`src/rtl/txs_pkg.sv`:
```
// Shared types and helpers for the transmit command parser.
// Assumes the command field layout given in the brief.
package txs_pkg;

    localparam int unsigned CNT_W  = 11;
    localparam int unsigned OFF_W  = 5;
    localparam int unsigned TAG_W  = 16;
    localparam int unsigned ADDR_W = 13;

    typedef enum logic [1:0] {
        PS_CMDA = 2'd0,
        PS_CMDB = 2'd1,
        PS_PAY  = 2'd2
    } ps_e;

    typedef struct packed {
        logic [TAG_W-1:0] tag;
        logic [CNT_W-1:0] len;
        logic             ioc;
    } meta_t;

    // Round a byte end address up to the boundary chosen by the 2-bit code.
    function automatic logic [ADDR_W-1:0] align_end(input logic [ADDR_W-1:0] e,
                                                    input logic [1:0] code);
        logic [ADDR_W-1:0] m;
        case (code)
            2'd1:    m = ADDR_W'(15);
            2'd2:    m = ADDR_W'(31);
            default: m = ADDR_W'(3);
        endcase
        return (e + m) & ~m;
    endfunction

endpackage

```
`src/rtl/txs_fifo.sv`:
```
// Synchronous first-in first-out store with a show-ahead head word.
// Assumes DEPTH is a power of two. A push while full and a pop while empty are ignored,
// so stored entries are never overwritten.
module txs_fifo #(
    parameter int unsigned W     = 32,
    parameter int unsigned DEPTH = 16,
    localparam int unsigned AW   = $clog2(DEPTH),
    localparam int unsigned CW   = AW + 1
) (
    input  logic          clk,
    input  logic          rst_n,
    input  logic          push,
    input  logic [W-1:0]  pdata,
    input  logic          pop,
    output logic [W-1:0]  head,
    output logic [CW-1:0] count,
    output logic          full
);
    logic [W-1:0]  mem [DEPTH];
    logic [AW-1:0] wp, rp;
    logic          do_push, do_pop;

    assign full    = (count == CW'(DEPTH));
    assign do_push = push && !full;
    assign do_pop  = pop && (count != '0);
    assign head    = mem[rp];

    // Storage write; array holds no reset state.
    always_ff @(posedge clk) begin
        if (do_push) mem[wp] <= pdata;
    end

    // Pointer and occupancy update.
    always_ff @(posedge clk) begin
        if (!rst_n) begin
            wp    <= '0;
            rp    <= '0;
            count <= '0;
        end else begin
            if (do_push) wp <= wp + AW'(1);
            if (do_pop)  rp <= rp + AW'(1);
            case ({do_push, do_pop})
                2'b10:   count <= count + CW'(1);
                2'b01:   count <= count - CW'(1);
                default: count <= count;
            endcase
        end
    end

endmodule

```
`src/rtl/txs_parser.sv`:
```
// Reads command A, command B and payload words from the word store, emits the real
// payload bytes one per cycle and skips offset and pad bytes without output.
// Assumes the store presents its head word combinationally and that the completion
// queue only drains while a buffer is being parsed.
module txs_parser
    import txs_pkg::*;
(
    input  logic        clk,
    input  logic        rst_n,
    input  logic        fifo_empty,
    input  logic [31:0] fifo_head,
    output logic        fifo_pop,
    input  logic        meta_full,
    output logic        meta_push,
    output meta_t       meta_data,
    output logic        out_valid,
    output logic [7:0]  out_data,
    output logic        out_last,
    input  logic        out_ready
);
    ps_e               state;
    logic [CNT_W-1:0]  cnt_r;
    logic [OFF_W-1:0]  off_r;
    logic [1:0]        aln_r;
    logic              ioc_r;
    logic [TAG_W-1:0]  tag_r;
    logic [CNT_W-1:0]  len_r;
    logic [ADDR_W-1:0] addr;
    logic [ADDR_W-1:0] end_c, aend_c;
    logic              in_rng, step, at_end, take_b;
    logic              unused_bits;

    assign unused_bits = ^{fifo_head[15:11], fifo_head[23:21], fifo_head[30:26]};

    // Buffer geometry derived from the latched command A fields.
    always_comb begin
        end_c  = ADDR_W'(off_r) + ADDR_W'(cnt_r);
        aend_c = align_end(end_c, aln_r);
        in_rng = (addr >= ADDR_W'(off_r)) && (addr < end_c);
        at_end = ((addr + ADDR_W'(1)) == aend_c);
        take_b = (state == PS_CMDB) && !fifo_empty && !meta_full;
        step   = (state == PS_PAY) && !fifo_empty && (!in_rng || out_ready);
    end

    // Handshake outputs toward the store, the completion queue and the transmitter.
    always_comb begin
        out_valid = (state == PS_PAY) && !fifo_empty && in_rng;
        out_data  = fifo_head[{addr[1:0], 3'b000} +: 8];
        out_last  = out_valid && ((addr + ADDR_W'(1)) == end_c);
        fifo_pop  = ((state == PS_CMDA) && !fifo_empty) || take_b
                  || (step && (addr[1:0] == 2'd3));
        meta_push = (take_b && (aend_c == '0)) || (step && at_end);
        meta_data.tag = (state == PS_CMDB) ? fifo_head[31:16] : tag_r;
        meta_data.len = (state == PS_CMDB) ? fifo_head[10:0]  : len_r;
        meta_data.ioc = ioc_r;
    end

    // Command and payload walk.
    always_ff @(posedge clk) begin
        if (!rst_n) begin
            state <= PS_CMDA;
            cnt_r <= '0;
            off_r <= '0;
            aln_r <= '0;
            ioc_r <= 1'b0;
            tag_r <= '0;
            len_r <= '0;
            addr  <= '0;
        end else begin
            case (state)
                PS_CMDA: if (!fifo_empty) begin
                    cnt_r <= fifo_head[10:0];
                    off_r <= fifo_head[20:16];
                    aln_r <= fifo_head[25:24];
                    ioc_r <= fifo_head[31];
                    state <= PS_CMDB;
                end
                PS_CMDB: if (take_b) begin
                    tag_r <= fifo_head[31:16];
                    len_r <= fifo_head[10:0];
                    addr  <= '0;
                    state <= (aend_c == '0) ? PS_CMDA : PS_PAY;
                end
                PS_PAY: if (step) begin
                    addr <= addr + ADDR_W'(1);
                    if (at_end) state <= PS_CMDA;
                end
                default: state <= PS_CMDA;
            endcase
        end
    end

    // a stalled byte stays put until accepted.
    assert_hold_R10: assert property (@(posedge clk) disable iff (!rst_n)
        (out_valid && !out_ready) |=> (out_valid && $stable(out_data)));

    // words are only taken from a store that has them.
    assert_pop_nonempty_R1: assert property (@(posedge clk) disable iff (!rst_n)
        fifo_pop |-> !fifo_empty);

    // the end of a payload walk lands on a boundary multiple of 4 bytes.
    assert_word_end_R3: assert property (@(posedge clk) disable iff (!rst_n)
        (step && at_end) |-> (addr[1:0] == 2'd3));

endmodule

```
`src/rtl/txs_cmd_strip.sv`:
```
// Top of the transmit command parser: host word store, parser, completion queue
// and status queue with interrupts.
// Assumes all depths are powers of two and that the transmitter completes buffers
// in the order it received them.
module txs_cmd_strip
    import txs_pkg::*;
#(
    parameter int unsigned DATA_DEPTH = 16,
    parameter int unsigned META_DEPTH = 4,
    parameter int unsigned STAT_DEPTH = 8,
    localparam int unsigned DCW = $clog2(DATA_DEPTH) + 1,
    localparam int unsigned MCW = $clog2(META_DEPTH) + 1,
    localparam int unsigned SCW = $clog2(STAT_DEPTH) + 1,
    localparam int unsigned MW  = $bits(meta_t)
) (
    input  logic           clk,
    input  logic           rst_n,
    input  logic           wr_valid,
    input  logic [31:0]    wr_data,
    output logic [DCW-1:0] free_words,
    output logic           txerr,
    input  logic           txerr_clr,
    output logic           out_valid,
    output logic [7:0]     out_data,
    output logic           out_last,
    input  logic           out_ready,
    input  logic           done_valid,
    input  logic           done_err,
    output logic           ioc_irq,
    input  logic           stat_rd,
    output logic [31:0]    stat_data,
    output logic [SCW-1:0] stat_level,
    input  logic [SCW-1:0] stat_thresh,
    output logic           stat_irq
);
    logic [31:0]    data_head;
    logic [DCW-1:0] data_count;
    logic           data_full, data_pop;
    logic           meta_push, meta_full;
    logic [MCW-1:0] meta_count;
    meta_t          meta_in, meta_head;
    logic [MW-1:0]  meta_head_v;
    logic           stat_push, stat_full;
    logic [31:0]    stat_word;

    txs_fifo #(.W(32), .DEPTH(DATA_DEPTH)) u_data (
        .clk(clk), .rst_n(rst_n),
        .push(wr_valid), .pdata(wr_data), .pop(data_pop),
        .head(data_head), .count(data_count), .full(data_full)
    );

    txs_parser u_parse (
        .clk(clk), .rst_n(rst_n),
        .fifo_empty(data_count == '0), .fifo_head(data_head), .fifo_pop(data_pop),
        .meta_full(meta_full), .meta_push(meta_push), .meta_data(meta_in),
        .out_valid(out_valid), .out_data(out_data), .out_last(out_last),
        .out_ready(out_ready)
    );

    txs_fifo #(.W(MW), .DEPTH(META_DEPTH)) u_meta (
        .clk(clk), .rst_n(rst_n),
        .push(meta_push), .pdata(meta_in), .pop(stat_push),
        .head(meta_head_v), .count(meta_count), .full(meta_full)
    );

    txs_fifo #(.W(32), .DEPTH(STAT_DEPTH)) u_stat (
        .clk(clk), .rst_n(rst_n),
        .push(stat_push), .pdata(stat_word), .pop(stat_rd),
        .head(stat_data), .count(stat_level), .full(stat_full)
    );

    // Completion pairing and status word assembly.
    always_comb begin
        meta_head  = meta_t'(meta_head_v);
        stat_push  = done_valid && (meta_count != '0);
        stat_word  = {meta_head.tag, done_err, 4'b0000, meta_head.len};
        free_words = DCW'(DATA_DEPTH) - data_count;
        stat_irq   = (stat_thresh != '0) && (stat_level >= stat_thresh);
    end

    // Sticky overfill flag and completion interrupt pulse.
    always_ff @(posedge clk) begin
        if (!rst_n) begin
            txerr   <= 1'b0;
            ioc_irq <= 1'b0;
        end else begin
            if (wr_valid && data_full) txerr <= 1'b1;
            else if (txerr_clr)        txerr <= 1'b0;
            ioc_irq <= stat_push && meta_head.ioc;
        end
    end

    assert_overfill_flag_R5: assert property (@(posedge clk) disable iff (!rst_n)
        (wr_valid && data_full) |=> txerr);

    assert_free_count_R4: assert property (@(posedge clk) disable iff (!rst_n)
        (wr_valid && !data_full && !data_pop) |=> (free_words == $past(free_words) - DCW'(1)));

    assert_status_push_R6: assert property (@(posedge clk) disable iff (!rst_n)
        (stat_push && !stat_full && !stat_rd) |=> (stat_level == $past(stat_level) + SCW'(1)));

    assert_ioc_cause_R7: assert property (@(posedge clk) disable iff (!rst_n)
        ioc_irq |-> $past(stat_push));

    assert_irq_level_R8: assert property (@(posedge clk) disable iff (!rst_n)
        stat_irq |-> (stat_level != '0));

    assert_drop_full_R9: assert property (@(posedge clk) disable iff (!rst_n)
        (stat_push && stat_full && !stat_rd) |=> stat_full);

endmodule

```
`config.mk`:
```
export PLATFORM = sky130hd
export DESIGN_NAME = txs_cmd_strip
export DESIGN_NICKNAME = d
export VERILOG_FILES = /design/src/rtl/txs_pkg.sv /design/src/rtl/txs_fifo.sv /design/src/rtl/txs_parser.sv /design/src/rtl/txs_cmd_strip.sv
export SDC_FILE = /design/constraint.sdc
export NUM_CORES = 1
export LEC_CHECK = 0
export CAP_MARGIN = 10
export CORE_AREA = 2 2 267 269
export CTS_BUF_LIST = sky130_fd_sc_hd__clkbuf_16
export CTS_CLUSTER_DIAMETER = 80
export CTS_CLUSTER_SIZE = 28
export DETAILED_ROUTE_END_ITERATION = 8
export DIE_AREA = 0 0 269 271
export GPL_TIMING_DRIVEN = 1
export PLACE_DENSITY = 0.72
export SYNTH_ARGS = -nofsm -noshare
export SYNTH_HDL_FRONTEND = slang
export SYNTH_SLANG_ARGS = --single-unit
```
`constraint.sdc`:
```
create_clock -name clk -period 11.2 [get_ports clk]
set_input_delay 3.36 -clock clk [delete_from_list [all_inputs] [get_ports clk]]
set_output_delay 3.36 -clock clk [all_outputs]
set_load 0.03 [all_outputs]
```
Word-level counts from Yosys, hierarchy flattened
Memory sizes are Yosys's and may differ from the RTL's. A register that Yosys moved wholly into a read port is not among the register bits.
Cells that the tools add are included.

word-level totals
  register bits after elaboration = 93
  bits in writable memories = 848
  input bits = 44
  output and inout port bits = 54
  logic and storage cells = 140
  memories kept = 3

memory list
  memory      depth  width  read ports  clocked after memory_dff  write ports  RTL line        RTL
  u_data.mem  16     32     1           1                         1            txs_fifo.sv:19  logic [W-1:0] mem [DEPTH];
  u_stat.mem  8      28     1           1                         1            txs_fifo.sv:19
  u_meta.mem  4      28     1           1                         1            txs_fifo.sv:19

cells by class
  add/subtract/negate cells = 16
  magnitude comparators = 3
  equal/unequal tests = 20
  shifts and indexed selects = 1
  multiplexer cells = 29
  bitwise logic cells = 3
  reductions and logical operators = 46

operators by type and width
  operator               count
  $shiftx 32x6->8        1
  $eq 13x13->1           2
  $mux 13                2
  $pmux 13 s2            1
  $logic_and 1x1->1      21
  $pmux 5 s2             2
  $mux 16                1
  $mux 2                 7
  $add 13x1->13 const B  1
  $add 13x5->13          1
  $and 13x13->13         1
  $ge 13x5->1            1
  $logic_not 13->1       1
  $lt 13x13->1           1
  $not 5->13             1
  $add 4x1->4 const B    3
  $add 5x11->12          1
  $eq 2x2->1 const B     6
  $mux 11                1
  $eq 2x1->1 const B     5
  $reduce_bool 2->1      5
  $add 3x1->3 const B    3
  $mux 1                 8
  $mux 4                 2
  other kinds (27)       40

Logic depth before layout (Yosys ltp)
  depth in word-level cells = 11
  depth in mapped cells = 22
  depth with buffers taken out = 22

Hierarchy
Synthesis repeated with hierarchy kept, for this count alone.

unflattened totals
  cell total of the unflattened synthesis = 2032
  area total of the unflattened synthesis = 39696.8 um2

modules (own cells, without submodules)
  module             times used  cells each  area each (um2)  seq. area each (um2)
  txs_fifo (u_data)  1           827         20136.8          15715.1
  txs_fifo (u_stat)  1           446         10445.0          7947.6
  txs_fifo (u_meta)  1           197         4581.9           3543.4
  txs_parser         1           529         4285.4           1221.2
  txs_cmd_strip      1           33          247.7            40.0

Worst setup path after synthesis
Ideal clock, no wire load.

  path kind = input to output
  start point = input stat_thresh[0]
  end point = output stat_irq
  arrival = 4.343 ns
  data required time = 7.840 ns
  path slack = 3.497 ns
  stages = 6
  buffers on the path = 0
  cells stage by stage = ha_1 nand2b_1 a21o_1 a21o_1 a21oi_1 nor2_1

between the ends
  word-level cells in the longest chain between the ends = 2

RTL lines
  item                                             RTL line             RTL
  start, declared                                  txs_cmd_strip.sv:33  input logic [SCW-1:0] stat_thresh,
  $ge 4x4->1 or $reduce_bool 4->1 (tied branches)  txs_cmd_strip.sv:78  stat_irq = (stat_thresh != '0) && (stat_level >= stat_thresh);
  $logic_and 1x1->1 (*)                            txs_cmd_strip.sv:78
  end, declared                                    txs_cmd_strip.sv:34  output logic stat_irq

Every way passes the cells marked *; elsewhere a longest branch is shown, timed or not.

Worst setup path in the final report
Same ends and word-level chain as after synthesis.

==> implementation parameters <==
Parameter                              Value

STA
  Clock period minus final worst setup slack ... 8719 ps
  Worst slew pin tran ... 1153 ps
  Max transition margin ... 23.12%
  RSZ-0062 raised after global routing ... false
  Number of endpoints failing setup at the final stage ... 0
  FMAX ... 114.7 MHz
  Total Neg Setup Slack ... 0 ps
  Clock tree skew after final layout ... 29.50 ps
  Total count of max-transition violations in the final report ... 0
  Number of endpoints with negative hold slack in the final report ... 0
  Final worst path period share ... 77.85%

CTS
  Post-CTS setup buffer count ... 0
  Cell at the root of the clock tree ... clkbuf_16
  TritonCTS clock tree ... built
  Clk slew on worst S/H paths ... 100 ps
  Source-to-sink clock delay at the later pin of the worst-skew pair ... 610 ps
  H-Tree Depth ... 2
  Buffer depth of the longest clock path ... 3
  Number of hold buffers added after cts ... 0
  Sinks on Clock Net ... 950
  Number of buffers added by the clock tree synthesis step ... 45
  Number of instances resized during post-cts repair ... 0

Synth
  Dominant cell type by area after synthesis ... edfxtp_1
  Gate count of the mapped netlist ... 1989
  Portion of netlist area occupied by mux cells ... 16.80%
  Number of library cell types mapped by synthesis ... 59
  Post-synthesis instance area ... 38060 sq um
  Number of flops mapped to enable cells by yosys ... 848
  Area share of fa/ha/maj cells after synthesis ... 1.834%
  Most common flop cell mapped by yosys ... edfxtp_1
  Share of flip-flops with an asynchronous set or reset after synthesis ... 0%
  Synth Register Bits ... 950
  Commonest cells in the synthesized netlist ... 848 x edfxtp_1, 252 x mux4_2, 131 x nand2_1, 102 x dfxtp_1, 79 x nor2_1
  Synth Area in Compound Gates ... 2.439%
  Leading cell types by total area after synthesis ... edfxtp_1 67%, mux4_2 15%, dfxtp_1 5.4%
  Fraction of synthesized cell area in xor and xnor cells ... 1.325%
  Most instantiated library cell after synthesis ... edfxtp_1
  Post-synthesis sequential area ratio ... 72.26%
  Post-synthesis area per instance ... 19.14 sq um
  Yosys warnings ... 0
  Simple-Gate Fraction of Synth Area ... 3.856%
  Largest family of logic cells by synthesized area ... multiplexers
  Share of Yosys cell area claimed by the top area cell type ... 66.90%

Min path
  Number of cells traversed by the worst hold path ... 2
  Type of the tightest min-delay check ... reg2reg
  Beginning of the worst hold path ... u_parse.len_r[4]

Power and ir drop
  Clock network fraction of design power ... 22.6%
  Total leakage power ... 12.94 nW
  Combinational cell fraction of total power ... 26.9%
  Internal power consumption ... 0.005918 W
  Power per Cell Area ... 202.0 nW/um^2
  Max VDD drop ... 0.0001552 V
  Switching power ... 0.002507 W
  Part of the power in registers ... 50.4%
  Switching portion of total power ... 29.76%

Worst setup path
  Launch instance of the worst register-to-register path ... u_parse.off_r[0]
  Path depth of the worst reg2reg path ... 19
  Classification of the worst setup path ... in2out
  Critical path startpoint ... stat_thresh[0]
  CP startpoint kind ... primary input
  Arrival time of data at the critical path endpoint ... 5360 ps
  CP Max Fanout ... 2
  Required time of the critical path ... 7840 ps
  Endpoint type of the worst setup path ... output port

Global route
  GR Util All Layers ... 21.13%
  Antenna violations before repair ... 3
  Global-route wire length before repair ... 115200 um
  Number of global-route vias before repair ... 18990
  Total overflow reported by the global router ... 0
  Largest net degree at the start of global routing ... 114

Die
  Width of the die ... 269 um
  Top-level I/O count ... 98
  Die Span Y ... 271 um
  Effective utilization at floorplan ... 54.54%
  Number of rows created at floorplan ... 97
  Placeable core region ... 69790 sq um
  Area of the die ... 72900 sq um

Cells and area
  Cell Count, Final, Fillers Out ... 3040
  Antenna diode count ... 0
  Share of cells above drive strength 1 ... 21.62%
  Layout area overhead ... 9.582%
  Filler cells ... 4991
  Layout net count ... 2172

Routing
  Vias per cell ... 5.989
  Residual DRC count ... 0
  Length of the first detailed-routing pass in iterations ... 7
  Via count ... 18210
  Number of nets still failing antenna checks after routing ... 0
  Mean routed wirelength per cell ... 24.89 um
  DRT iter0 DRCs ... 1665
  Sum of routed wire length over all layers ... 75650 um

Placed design
  Count of buffers from port buffering ... 93
  DPL Wire Length ... 43050 um
  Cell count after placement ... 2966
  Global placement routability congestion ... 0.8090

Flow run
  Max-capacitance violation count ... 0

Status
  Status ... completed
state kept, by name (all words and copies together), names as in the netlist, 5 cells and up, named ones only:
register	cells
u_parse.addr	13
u_parse.tag_r	16
u_stat.mem	224
u_parse.len_r	11
u_parse.off_r	5
u_parse.cnt_r	11
u_meta.mem	112
u_data.mem	512
u_data.count	5
path summary, 6_finish.rpt:
| path | slack, ps | endpoint |
|---|---|---|
| worst max register to register | 6060 | u_data.count[2] |
| worst min register to register | 460 | u_parse.len_r[4] |
| worst min-delay path | 460 | u_parse.len_r[4] |
| worst max-delay path | 2480 | stat_irq |
power groups by stage:
stage	Clock [W]	Combinational [W]	Sequential [W]
after floorplan	0	0.00171	0.00423
after global placement	0	0.00220	0.00434
after detailed placement	0	0.00225	0.00435
after CTS	0.00195	0.00226	0.00427
after global routing	0.00206	0.00247	0.00427
final	0.00191	0.00227	0.00425
cell type report:
type | instances | area [sq um] | area share [%]
clock inverters | 26 | 254.0 | 0.6089
inverters | 42 | 158.9 | 0.3810
repair buffers | 135 | 1279 | 3.066
multi-input cells | 900 | 10140 | 24.32
flip-flops and latches | 950 | 27520 | 65.98
well taps | 940 | 1176 | 2.820
clock buffers | 47 | 1176 | 2.820
worst max-delay path: stages:
cell             delay (ps)
clkdlybuf4s50_1         500
ha_1                    230
nand2b_1                140
a21o_1                  170
a21o_1                  170
a21oi_1                 140
nor2_1                   50
clkdlybuf4s50_1         590
layer usage:
metal  global-route usage (%)  up-vias  part of all wire [%]
li1                         -     8085                     -
met1                    26.76     9580                    39
met4                    5.000        6                   2.1
met5                        0        -                 0.059
met3                    3.149       98                   5.0
met2                    38.25      439                    54
placed cells by master (no fill, tap or decap), types with 7 or more instances in the layout:
| cell type | n |
|---|---|
| clkbuf_16 | 47 |
| nand2b_1 | 10 |
| xnor2_1 | 28 |
| or3_1 | 7 |
| buf_4 | 40 |
| nor4_1 | 11 |
| and3_1 | 10 |
| nor2_4 | 12 |
| a21oi_1 | 78 |
| mux4_2 | 252 |
| inv_1 | 51 |
| nor3_1 | 17 |
| o21ai_0 | 18 |
| clkdlybuf4s50_1 | 93 |
| ha_1 | 51 |
| nor2_1 | 61 |
| nand3_1 | 16 |
| nand4_1 | 7 |
| nand2_1 | 131 |
| edfxtp_1 | 848 |
| and2_1 | 8 |
| xor2_1 | 27 |
| a21o_1 | 14 |
| dfxtp_1 | 95 |
| mux2i_1 | 9 |
| mux2_2 | 56 |
kinds of logic after synthesis:
group	after synthesis
mux	317
fa+ha+maj	54
compound gates	149
flops	950
buf+inv	142
other cells	1
simple gates	320
xor+xnor	56
stage by stage:
step                utilization [%]  total power, W  area, sq um  hold WS, ps  setup slack, ps
floorplan                         -        0.005943        38080        433.8             3497
global placement              57.68        0.006539        40250        438.9             2493
detailed placement            57.68        0.006604        40250        445.4             2491
CTS                           59.73        0.008483        41680        459.2             2481
global route                  59.77        0.008800        41710        476.9             2383
finish                        59.77        0.008425        41710        458.4             2481
Power figures use the tool's default switching activity.
